**src/rtl/pwr_mode_pkg.sv**
```systemverilog
package pwr_mode_pkg;
  typedef enum logic [2:0] {
    MODE_FULL   = 3'd0,
    MODE_ACTIVE = 3'd1,
    MODE_SLEEP  = 3'd2,
    MODE_DEEP   = 3'd3,
    MODE_HIBER  = 3'd4,
    MODE_REBOOT = 3'd5
  } pwrMode_t;

  typedef struct packed {
    logic rebootLoad;
    logic rebootStep;
  } ctlStrobe_t;

  typedef struct packed {
    logic gpioHit;
    logic sysHit;
    logic rebootDone;
  } dpFlag_t;
endpackage

```
**src/rtl/pwr_wake_path.sv**
```systemverilog
module pwr_wake_path
  import pwr_mode_pkg::*;
#(
  parameter int NGPIO      = 4,
  parameter int NSYS       = 3,
  parameter int WAKE_FILT  = 4,
  parameter int RST_CYCLES = 6
) (
  input  logic             clk,
  input  logic             rstN,
  input  ctlStrobe_t       strobe,
  input  logic             cfgWr,
  input  logic [NGPIO-1:0] cfgGpioEn,
  input  logic [NSYS-1:0]  cfgSysEn,
  input  logic [NSYS-1:0]  sysWake,
  input  logic [NGPIO-1:0] gpioWake,
  output dpFlag_t          flags
);
  localparam int FW = $clog2(WAKE_FILT + 1);
  localparam int RW = $clog2(RST_CYCLES + 1);
  localparam logic [FW-1:0] FILT_MAX = FW'(WAKE_FILT);
  localparam logic [RW-1:0] RST_LOAD = RW'(RST_CYCLES - 1);

  logic [NGPIO-1:0] gpioEnReg;
  logic [NSYS-1:0]  sysEnReg;
  logic [NGPIO-1:0] pinQual;
  logic [RW-1:0]    rebootCnt;

  // retained configuration: only power-on reset clears it
  always_ff @(posedge clk or negedge rstN) begin
    if (!rstN) begin
      gpioEnReg <= '0;
      sysEnReg  <= '0;
    end else if (cfgWr) begin
      gpioEnReg <= cfgGpioEn;
      sysEnReg  <= cfgSysEn;
    end
  end

  for (genvar p = 0; p < NGPIO; p++) begin : g_pin
    logic syncA, syncB;
    logic [FW-1:0] runCnt;
    always_ff @(posedge clk or negedge rstN) begin
      if (!rstN) begin
        syncA  <= 1'b0;
        syncB  <= 1'b0;
        runCnt <= '0;
      end else begin
        syncA <= gpioWake[p];
        syncB <= syncA;
        if (!syncB)                runCnt <= '0;
        else if (runCnt != FILT_MAX) runCnt <= runCnt + 1'b1;
      end
    end
    assign pinQual[p] = (runCnt == FILT_MAX);
  end

  always_ff @(posedge clk or negedge rstN) begin
    if (!rstN)                                rebootCnt <= '0;
    else if (strobe.rebootLoad)               rebootCnt <= RST_LOAD;
    else if (strobe.rebootStep && rebootCnt != '0) rebootCnt <= rebootCnt - 1'b1;
  end

  assign flags.gpioHit    = |(pinQual & gpioEnReg);
  assign flags.sysHit     = |(sysWake & sysEnReg);
  assign flags.rebootDone = (rebootCnt == '0);
endmodule

```
**src/rtl/pwr_mode_fsm.sv**
```systemverilog
module pwr_mode_fsm
  import pwr_mode_pkg::*;
#(
  parameter bit ACTIVE_PLL_ON = 1'b1
) (
  input  logic       clk,
  input  logic       rstN,
  input  dpFlag_t    flags,
  input  logic       resetEvt,
  input  logic       modeReqValid,
  input  logic [2:0] modeReq,
  input  logic       bypassSel,
  input  logic       dmaReq,
  output ctlStrobe_t strobe,
  output logic [2:0] modeStatus,
  output logic       pllEn,
  output logic       pllBypass,
  output logic       cclkEn,
  output logic       sclkEn,
  output logic       coreOn,
  output logic       extWake,
  output logic       hwResetReq,
  output logic       dmaGrant
);
  pwrMode_t mode, nextMode;
  logic     loadReboot;

  always_comb begin
    nextMode   = mode;
    loadReboot = 1'b0;
    if (resetEvt && mode != MODE_REBOOT) begin
      if (mode == MODE_DEEP) nextMode = MODE_FULL;
      else begin
        nextMode   = MODE_REBOOT;
        loadReboot = 1'b1;
      end
    end else begin
      unique case (mode)
        MODE_FULL, MODE_ACTIVE:
          if (modeReqValid && modeReq <= 3'd4) nextMode = pwrMode_t'(modeReq);
        MODE_SLEEP:
          if (flags.sysHit) nextMode = bypassSel ? MODE_ACTIVE : MODE_FULL;
        MODE_DEEP:
          if (flags.gpioHit) nextMode = MODE_ACTIVE;
        MODE_HIBER:
          if (flags.gpioHit) begin
            nextMode   = MODE_REBOOT;
            loadReboot = 1'b1;
          end
        MODE_REBOOT:
          if (flags.rebootDone) nextMode = MODE_FULL;
        default: nextMode = MODE_FULL;
      endcase
    end
  end

  always_ff @(posedge clk or negedge rstN) begin
    if (!rstN) mode <= MODE_FULL;
    else       mode <= nextMode;
  end

  assign strobe.rebootLoad = loadReboot;
  assign strobe.rebootStep = (mode == MODE_REBOOT);

  always_comb begin
    pllEn = 1'b0; pllBypass = 1'b0; cclkEn = 1'b0; sclkEn = 1'b0;
    coreOn = 1'b1; extWake = 1'b1;
    unique case (mode)
      MODE_FULL:   begin pllEn = 1'b1; cclkEn = 1'b1; sclkEn = 1'b1; end
      MODE_ACTIVE: begin pllEn = ACTIVE_PLL_ON; pllBypass = 1'b1; cclkEn = 1'b1; sclkEn = 1'b1; end
      MODE_SLEEP:  begin pllEn = 1'b1; sclkEn = 1'b1; end
      MODE_DEEP:   ;
      MODE_HIBER:  begin coreOn = 1'b0; extWake = 1'b0; end
      MODE_REBOOT: pllEn = 1'b1;
      default:     ;
    endcase
  end

  assign modeStatus = mode;
  assign hwResetReq = (mode == MODE_REBOOT);
  assign dmaGrant   = dmaReq && (mode == MODE_FULL || mode == MODE_ACTIVE);
endmodule

```
**src/rtl/pwr_mode_ctrl.sv**
```systemverilog
module pwr_mode_ctrl
  import pwr_mode_pkg::*;
#(
  parameter int NGPIO         = 4,
  parameter int NSYS          = 3,
  parameter int WAKE_FILT     = 4,
  parameter int RST_CYCLES    = 6,
  parameter bit ACTIVE_PLL_ON = 1'b1
) (
  input  logic             clk,
  input  logic             rstN,
  input  logic             resetEvt,
  input  logic             modeReqValid,
  input  logic [2:0]       modeReq,
  input  logic             bypassSel,
  input  logic             cfgWr,
  input  logic [NGPIO-1:0] cfgGpioEn,
  input  logic [NSYS-1:0]  cfgSysEn,
  input  logic [NSYS-1:0]  sysWake,
  input  logic [NGPIO-1:0] gpioWake,
  input  logic             dmaReq,
  output logic [2:0]       modeStatus,
  output logic             pllEn,
  output logic             pllBypass,
  output logic             cclkEn,
  output logic             sclkEn,
  output logic             coreOn,
  output logic             extWake,
  output logic             hwResetReq,
  output logic             dmaGrant
);
  ctlStrobe_t strobe;
  dpFlag_t    flags;

  pwr_wake_path #(
    .NGPIO(NGPIO), .NSYS(NSYS), .WAKE_FILT(WAKE_FILT), .RST_CYCLES(RST_CYCLES)
  ) u_path (
    .clk(clk), .rstN(rstN), .strobe(strobe), .cfgWr(cfgWr),
    .cfgGpioEn(cfgGpioEn), .cfgSysEn(cfgSysEn), .sysWake(sysWake),
    .gpioWake(gpioWake), .flags(flags)
  );

  pwr_mode_fsm #(.ACTIVE_PLL_ON(ACTIVE_PLL_ON)) u_fsm (
    .clk(clk), .rstN(rstN), .flags(flags), .resetEvt(resetEvt),
    .modeReqValid(modeReqValid), .modeReq(modeReq), .bypassSel(bypassSel),
    .dmaReq(dmaReq), .strobe(strobe), .modeStatus(modeStatus),
    .pllEn(pllEn), .pllBypass(pllBypass), .cclkEn(cclkEn), .sclkEn(sclkEn),
    .coreOn(coreOn), .extWake(extWake), .hwResetReq(hwResetReq),
    .dmaGrant(dmaGrant)
  );
endmodule

```
**config.mk**
```make
export PLATFORM = sky130hd
export DESIGN_NAME = pwr_mode_ctrl
export DESIGN_NICKNAME = d
export VERILOG_FILES = /design/src/rtl/pwr_mode_pkg.sv /design/src/rtl/pwr_wake_path.sv /design/src/rtl/pwr_mode_fsm.sv /design/src/rtl/pwr_mode_ctrl.sv
export SDC_FILE = /design/constraint.sdc
export NUM_CORES = 1
export LEC_CHECK = 0
export BUFFER_PORTS_ARGS = -buffer_cell sky130_fd_sc_hd__buf_2
export CAP_MARGIN = 10
export CORE_MARGIN = 1
export CORE_UTILIZATION = 54
export CTS_BUF_LIST = sky130_fd_sc_hd__clkbuf_16
export DETAILED_ROUTE_END_ITERATION = 10
export PLACE_DENSITY = 0.76
export SYNTH_ARGS = -nofsm -noshare
export SYNTH_HDL_FRONTEND = slang
export SYNTH_SLANG_ARGS = --single-unit
```
**constraint.sdc**
```tcl
create_clock -name clk -period 2.5 [get_ports clk]
set_clock_uncertainty 0.2 [all_clocks]
set_input_delay 0.125 -clock clk [delete_from_list [all_inputs] [get_ports clk]]
set_output_delay 0.125 -clock clk [all_outputs]
set_load 0.005 [all_outputs]
```
Yosys cells after proc, flatten, opt, wreduce, memory -nomap -nowiden
Index checks and enable logic that the tools add are counted. W data, S select, Z words.

Register bits: 33. Bits in latches: 0. Memory bits (writable): 0. ROM bits: 0. Input bits: 24. Output and inout port bits: 11. Logic and storage cells: 90. Memories kept: 0.

Add/subtract/negate cells: 5. Multiply operators: 0. Divide/modulo/power cells: 0. $lt $le $gt $ge: 1. Eq/ne operators: 23. Shift-type cells: 0. Muxes and demuxes: 28. Bitwise gates (word level): 2. Reductions and logical operators: 15.

Operators with widths (count): $mux W3 (17); $eq A3 B3 Y1 const B (6); $ne A3 B3 Y1 const B (5); $pmux W3 S5 (1); $add A3 B1 Y3 const B (4); $mux W1 (10); $ne A3 B2 Y1 const B (3); $ne A2 B2 Y1 const B (4); $reduce_or A4 Y1 (2); $eq A3 B2 Y1 const B (2); $logic_not A3 Y1 (2); $ne A3 B1 Y1 const B (2); $reduce_or A3 Y1 (2); $reduce_and A5 Y1 (1); $and A4 B4 Y4 (1); $logic_and A1 B1 Y1 (4); $and A3 B3 Y3 (1); $eq A3 B1 Y1 const B (1); $le A3 B3 Y1 const B (1); $reduce_bool A3 Y1 (1); $sub A3 B1 Y3 const B (1); $reduce_bool A2 Y1 (1); $reduce_or A2 Y1 (1); $logic_or A1 B1 Y1 (1).

Logic depth before layout (Yosys ltp)
Gate-level depths: netlist (run 1).

Word-level depth: 7. Mapped depth: 7. Mapped depth without buffers: 7.

Cells and area by module
Synthesis (run 1) repeated with hierarchy kept, for this count alone.

Cells, all modules: 154. Area, all modules: 1661.6 um^2.

Modules (own cells, without submodules): pwr_wake_path (instances 1, cells an instance 109, area an instance 1305.0 um^2, sequential area each 750.7 um^2); pwr_mode_fsm (instances 1, cells an instance 45, area an instance 356.6 um^2, sequential area each 75.1 um^2).

Worst setup path after synthesis (run 1)
OpenSTA, ideal clock, no wires.

Path kind: register to register. Start: register u_fsm.mode[1], in the netlist u_fsm.modeStatus[1]. End: register u_fsm.mode[2], in the netlist u_fsm.modeStatus[2]. Library setup time: 0.128 ns. Arrival time: 1.577 ns. Required time: 2.172 ns. Path slack: 0.595 ns. Stages on the path, launching flop included: 7. Buffers on the path: 1. Clock period less this slack: 1.905 ns. Path through: dfrtp_1 buf_6 or3b_4 a21boi_1 o22ai_2 o21a_2 mux2_1.

Longest elaborated chain between the ends: 4. Elaborated cells between the ends (all ways): 18. Those cells by class: 11 x eq/ne; 3 x mux; 4 x reduce/logical.

Ends and longest elaborated chain: from (decl) (line pwr_mode_fsm.sv:25) `pwrMode_t mode, nextMode;`; from (signal assigned) (line pwr_mode_fsm.sv:59) `else mode <= nextMode;`; $eq A3 B1 Y1 (tied with other cells) (line pwr_mode_fsm.sv:38) `unique case (mode)`; $reduce_or A2 Y1 (no source line) / $logic_and A1 B1 Y1 (equally long branches); $ne A3 B1 Y1 (no source line) (tied with other cells); $reduce_and A5 Y1 (no source line) / $mux W3 (equally long branches).

Parallel ways exist; a longest one is shown, timed or not. A chain may end at the register's enable or synchronous reset.

Final worst setup path (run 1)
Ends and elaborated chain as after synthesis.

==> out/qor.yml, run 1 <==
status:
  outcome: "finished with violations"
  violations: "DRC"
critical_path:
  critPathKind: "reg -> reg"
  crit_path_end_kind: "flip-flop"
  crit_fanout: 11
  cp-start-kind: "flip-flop"
  arrival_ns: 1.92
  cp.required_ns: 2.45
synthesis:
  synth_common_cells: "33 x dfrtp_1, 18 x nand2_1, 17 x inv_1"
  synthDistinctLibCells: 41
  ys_ff_latch: 33
  synth_top_area_cell: "dfrtp_1"
  synthCells: 161
  yosysMostFrequentCell: "dfrtp_1"
  synth_nets: 195
  synth-edff-count: 0
  netlist_top_cells_area: "dfrtp_1 49%, ha_1 7.4%, mux2_2 4.7%"
  seq_area_frac_synth: 0.491
  synth_area_um2: 1680
  syn_area_per_cell_um2: 10.4
  yosysWarnings: 0
  yosysTopAreaCellShare: 0.491
  async_reset_ff_frac: 1.00
  synth-main-ff-cell: "dfrtp_1"
die:
  dieArea_um2: 3340
  core_um2: 2850
  die_y_um: 57.8
  start_util: 0.589
  ioPinCount: 35
  num_rows: 19
  die_w_um: 57.8
timing:
  hold_viol: 0
  period_share: 0.787
  final-max-slew-violation-count: 0
  fin_crit_ns: 1.97
  slew_headroom: 0.527
  rsz0062_at_grt: "no"
  tns_ns: 0
  setup-violations-final: 0
  max_freq_mhz: 508
  worst_pin_slew_ns: 0.710
  setup_ws_ns: 0.532
detailed_routing:
  drt_iter0_markers: 39
  avgRoutedWirePerCell_um: 13.2
  dr.pass1.iters: 7
  drt_wl_total_um: 3200
  ant_nets: 0
  via_per_inst: 5.49
  vias: 1329
  remaining_drc_errors: 1
cells_and_area:
  nNetsFinal: 244
  seq_area_um2: 826
  fillers: 196
  antenna_cells: 0
  multiInputGateArea_um2: 749
  fin_area_um2: 2130
  area_delta_synth_final_pct: 26.8
  drive_gt1_frac: 0.256
global_route:
  gr-total-overflow: 0
  met3_usage: 0.0603
  grt_antenna_before_repair: 0
  grt_pass1_wl_um: 5530
  met1_usage: 0.265
  track_usage: 0.220
  grt_pass1_vias: 1350
  grt_max_degree: 34
  grtUsageMet2: 0.368
  grt-busiest-layer: "met2"
placed_design:
  place_ws_ns: 0.551
  gp_congestion: 0.882
  dpl-instance-area_um2: 1860
  portBuffers: 34
  hpwl_um: 2310
clock_tree:
  cts_buffers: 5
  cts_num_sinks: 33
  cts.path.max_buffers: 2
  clk_pin_slew_ns: 0.05
  cts_htree_levels: 2
  insertion_delay_ns: 0.27
  cts_tree: "yes"
  root_buffer: "clkbuf_16"
  cts_hold_buffers: 13
  post_cts_buffers: 0
  post_cts_resized: 0
power:
  peakVddDrop_mv: 0.729
  leakage_uw: 0.00103
  powerDensity_nw_per_um2: 917
job:
  maxCapViolations: 0
worst_hold_path:
  hp-class: "in -> reg"
==> layout by cell type, fill, tap and decap left out, types with 2 or more instances in the layout <==
| master | instances |
|---|---|
| dlygate4sd3_1 | 13 |
| nor2_1 | 4 |
| nand2_1 | 18 |
| and2_1 | 5 |
| clkbuf_16 | 5 |
| nor2b_1 | 2 |
| o21ai_0 | 6 |
| clkinv_2 | 2 |
| a31oi_1 | 5 |
| a21boi_0 | 5 |
| nand3_1 | 9 |
| ha_1 | 10 |
| xnor2_1 | 5 |
| nand4_1 | 2 |
| inv_1 | 18 |
| buf_2 | 34 |
| dfrtp_1 | 33 |
| buf_4 | 2 |
| mux2_2 | 7 |
| nor3_1 | 3 |
| o211ai_1 | 2 |
==> critical path, cell delays in order, from the launching register on <==
cell      delay (ns)
dfrtp_1         0.45
buf_4           0.21
nand2b_1        0.19
nor2_1          0.29
o21a_2          0.19
mux2_1          0.32
==> registers in the layout, indices dropped and copies added (netlist names) <==
signal,count
u_fsm.modeStatus,3
u_path.g_pin.runCnt,12
u_path.g_pin.syncA,4
u_path.g_pin.syncB,4
u_path.gpioEnReg,4
u_path.rebootCnt,3
u_path.sysEnReg,3
==> path summary, 6_finish.rpt <==
kind / cells past startpoint / slack, ns / endpoint / start
hold reg to reg: 0 / 0.15 / u_path.g_pin[2].syncB / u_path.g_pin[2].syncA
setup / recovery: 5 / 0.53 / u_fsm.modeStatus[2] / u_fsm.modeStatus[1]
hold / removal: 4 / 0.06 / u_fsm.modeStatus[1] / modeReq[1]
setup reg to reg: 5 / 0.53 / u_fsm.modeStatus[2] / u_fsm.modeStatus[1]
min in group asynchronous: 2 / 0.24 / u_path.g_pin[0].runCnt[2] / rstN
max in group asynchronous: 2 / 1.40 / u_path.sysEnReg[1] / rstN
==> cell type report <==
class	count	area share
well taps	31	0.0182
multi-input cells	104	0.352
clock buffers	5	0.0587
inverters	17	0.0299
repair buffers	49	0.148
clock inverters	3	0.00646
flip-flops and latches	33	0.387
==> cell families after synthesis <==
group,share of synthesized area
fa+ha+maj,0.0744
mux,0.0595
flops,0.491
buf+inv,0.0632
xor+xnor,0.0260
simple gates,0.138
compound gates,0.148
==> per-layer routing <==
layer | share of wire | wire (um) | up-vias
met1 | 0.45 | 1430 | 636
met3 | 0.038 | 120 | 7
met5 | 0 | 0 | -
li1 | - | - | 655
met4 | 0.016 | 51 | 0
met2 | 0.50 | 1600 | 31
==> through the flow <==
stage | instances | power [uW] | util | hold slack, ns
after floorplan | 161 | 1200 | - | -0.371
after global placement | 221 | 1360 | 0.653 | 0.0124
after detailed placement | 221 | 1390 | 0.653 | 0.0182
after CTS | 242 | 1970 | 0.747 | 0.0565
after global routing | 242 | 2090 | 0.747 | 0.0761
final | 242 | 1950 | 0.747 | 0.0596
==> power by group <==
group	switching (uW)	internal, uW
Sequential	83.9	622
Combinational	354	339
Clock	196	360
(Power assumes the default switching activity.)
==> run 2, diff against run 1 <==
==> constraint.sdc (replaced) <==
create_clock -name clk -period 2 [get_ports clk]
set_clock_uncertainty 0.2 [all_clocks]
set_input_delay 0.1 -clock clk [delete_from_list [all_inputs] [get_ports clk]]
set_output_delay 0.1 -clock clk [all_outputs]
set_load 0.005 [all_outputs]
==> run 2 against run 1 <==
Against the previous run:
- the run still ends with DRC left
- total power increased by 40%
- via count increased by 3.0%
- register-to-register slack got worse by 0.47 ns
- global-route usage increased by 2.0 points
- die area unchanged
- maximum frequency increased by 1.8%
- hold slack got worse by 0.034 ns
- sequential power increased by 24%
- sequential share of layout area decreased by 1.3 points
==> out/qor.yml, run 2 (same netlist as run 1, synthesis figures left out) <==
status:
  outcome: "finished with violations"
  violations: "DRC"
cells_and_area:
  final_cell_mix: "34 x buf_2, 32 x dfrtp_1, 18 x nand2_1"
  area_delta_synth_final_pct: 31.3
  final_common_cell: "buf_2"
  nNetsFinal: 247  # +1.2%
  regMostFlops: "u_path.g_pin.runCnt"
  drive_gt1_frac: 0.290  # +0.0338
  antenna_cells: 0  # unchanged
  fin_area_um2: 2210  # +3.5%
  largest_register_ffs: 12  # unchanged
timing:
  slew_headroom: 0.525  # -0.00143
  hold_viol: 0  # unchanged
  fin_crit_ns: 1.93  # -0.0341 ns
  period_share: 0.967  # +0.180
  setup-violations-final: 0  # unchanged
  tns_ns: 0  # unchanged
  rsz0062_at_grt: "no"
  final-max-slew-violation-count: 0  # unchanged
  max_freq_mhz: 517  # +1.8%
  worst_pin_slew_ns: 0.712  # +0.00214 ns
clock_tree:
  clk_pin_slew_ns: 0.05  # about the same
  cts_num_sinks: 33  # unchanged
  cts_tree: "yes"
  root_buffer: "clkbuf_16"
  cts_htree_levels: 2  # unchanged
  cts_buffers: 5  # unchanged
  cts.path.max_buffers: 2  # unchanged
  insertion_delay_ns: 0.28  # about the same
detailed_routing:
  via_per_inst: 5.59  # +1.7%
  drt_wl_total_um: 3560  # +12%
  drt_iter0_markers: 58  # +49%
  avgRoutedWirePerCell_um: 14.5  # +10%
  vias: 1369  # +3.0%
  ant_nets: 0  # unchanged
  dr.pass1.iters: 7  # unchanged
  remaining_drc_errors: 1  # unchanged
global_route:
  grt_max_degree: 34  # unchanged
  track_usage: 0.240  # +0.0198
  grt_pass1_vias: 1311  # -2.9%
  grt_pass1_wl_um: 5690  # +2.9%
  grt_antenna_before_repair: 0  # unchanged
  gr-total-overflow: 0  # unchanged
critical_path:
  slowest_stage: "dfrtp_1"
  crit_path_end_kind: "flip-flop"
  path_delay_family: "compound AO/OA/AOI/OAI gates"
  critPathKind: "reg -> reg"
  crit_fanout: 3  # -8
  cp.required_ns: 1.96  # -0.49 ns
  cpPeakStageDelay_ns: 0.37  # -0.08 ns
  regToRegStartpoint: "u_path.rebootCnt[1]"
  cp-start-kind: "flip-flop"
  arrival_ns: 1.89  # -0.03 ns
  crit_start: "u_path.rebootCnt[1]"
  crit_path_cell_trace: "inv_1 -> ha_1 -> nor2b_1 -> o22a_1 -> o22ai_2 -> o21a_2 -> mux2_1"
  critPathBufInv: 1  # unchanged
die:
  num_rows: 19  # unchanged
  start_util: 0.589  # unchanged
  dieArea_um2: 3340  # unchanged
  die_w_um: 57.8  # unchanged
  ioPinCount: 35  # unchanged
  core_um2: 2850  # unchanged
  die_y_um: 57.8  # unchanged
power:
  powerDensity_nw_per_um2: 1240  # +35%
  switching_share: 0.321  # -0.00367
  p_sw_uw: 875  # +38%
  peakVddDrop_mv: 0.781  # +7.1%
  p_clk_frac: 0.315  # +0.031
  p_int_uw: 1850  # +40%
  power_frac_comb: 0.365  # +0.010
  leakage_uw: 0.00105  # +1.5%
  pwr-share-seq: 0.320  # -0.041
placed_design:
  dpl-instance-area_um2: 1890  # +1.5%
  portBuffers: 34  # unchanged
  gp_congestion: 0.938  # +6.5%
  hpwl_um: 2410  # +4.3%
worst_hold_path:
  hold_start: "cfgWr"
  hp-class: "in -> reg"
job:
  maxCapViolations: 0  # unchanged
run 2: cell types whose count changed in the layout (fill, tap and decap cells not counted), sizes merged:
cell / delta
buf: +3
bufinv: +1
clkinv: -1
clkinvlp: +1
inv: -1
run 2: final timing paths:
check                                   endpoint  slack [ns]  cells past startpoint
max in group asynchronous    u_fsm.modeStatus[0]        0.89                      2
hold reg to reg            u_path.g_pin[3].syncB        0.15                      0
min in group asynchronous    u_path.gpioEnReg[0]        0.21                      2
setup reg to reg             u_fsm.modeStatus[2]        0.07                      7
setup / recovery             u_fsm.modeStatus[2]        0.07                      7
hold / removal               u_path.gpioEnReg[3]        0.03                      2
run 2: power by group through the flow:
| stage | Sequential (uW) | Clock, uW | Combinational [uW] |
|---|---|---|---|
| 2_1_floorplan | 843 | 0 | 653 |
| 3_3_place_gp | 867 | 0 | 884 |
| 3_5_place_dp | 875 | 0 | 907 |
| 4_1_cts | 867 | 869 | 963 |
| 5_1_grt | 888 | 902 | 1090 |
| 6_report | 873 | 859 | 997 |
run 2: metal layers:
metal / vias to the layer above / share of wire / global-route usage
li1: 661 / - / -
met2: 45 / 0.52 / 0.399
met1: 653 / 0.41 / 0.271
met3: 10 / 0.052 / 0.0915
met5: - / 0 / 0
met4: 0 / 0.023 / 0.116
run 2: through the flow:
stage	std cells	hold slack [ns]	setup slack (ns)	power (uW)	util
2_1_floorplan	161	-0.396	0.0952	1500	-
3_3_place_gp	223	-0.0111	0.114	1750	0.663
3_5_place_dp	223	-0.00208	0.0547	1780	0.663
4_1_cts	244	0.0283	0.0407	2700	0.769
5_1_grt	245	0.0355	0.000557	2880	0.774
6_report	245	0.0251	0.0662	2730	0.774
run 2: repair_timing:
item                                    in CTS  in global routing
endpoints found under the setup margin       1                  2
hold endpoints to repair                    47                  0
gates resized for setup                      1                  4
hold buffers                                13                  0
pin swaps                                    0                  4
buffers inserted                             0                  1
run 2: worst register-to-register path: stages, from the launching register on:
cell     delay [ns]
dfrtp_1        0.37
inv_1          0.08
ha_1           0.19
nor2b_1        0.14
o22a_1         0.21
o22ai_2        0.15
o21a_2         0.16
mux2_1         0.32
run 2: layout make-up:
type,count,area [um^2]
Timing Repair Buffer,52,350
Tap cell,31,38.8
Multi-Input combinational cell,104,761
Fill cell,194,646
Clock inverter,3,41.3
Inverter,17,63.8
Sequential cell,33,827
Clock buffer,5,125
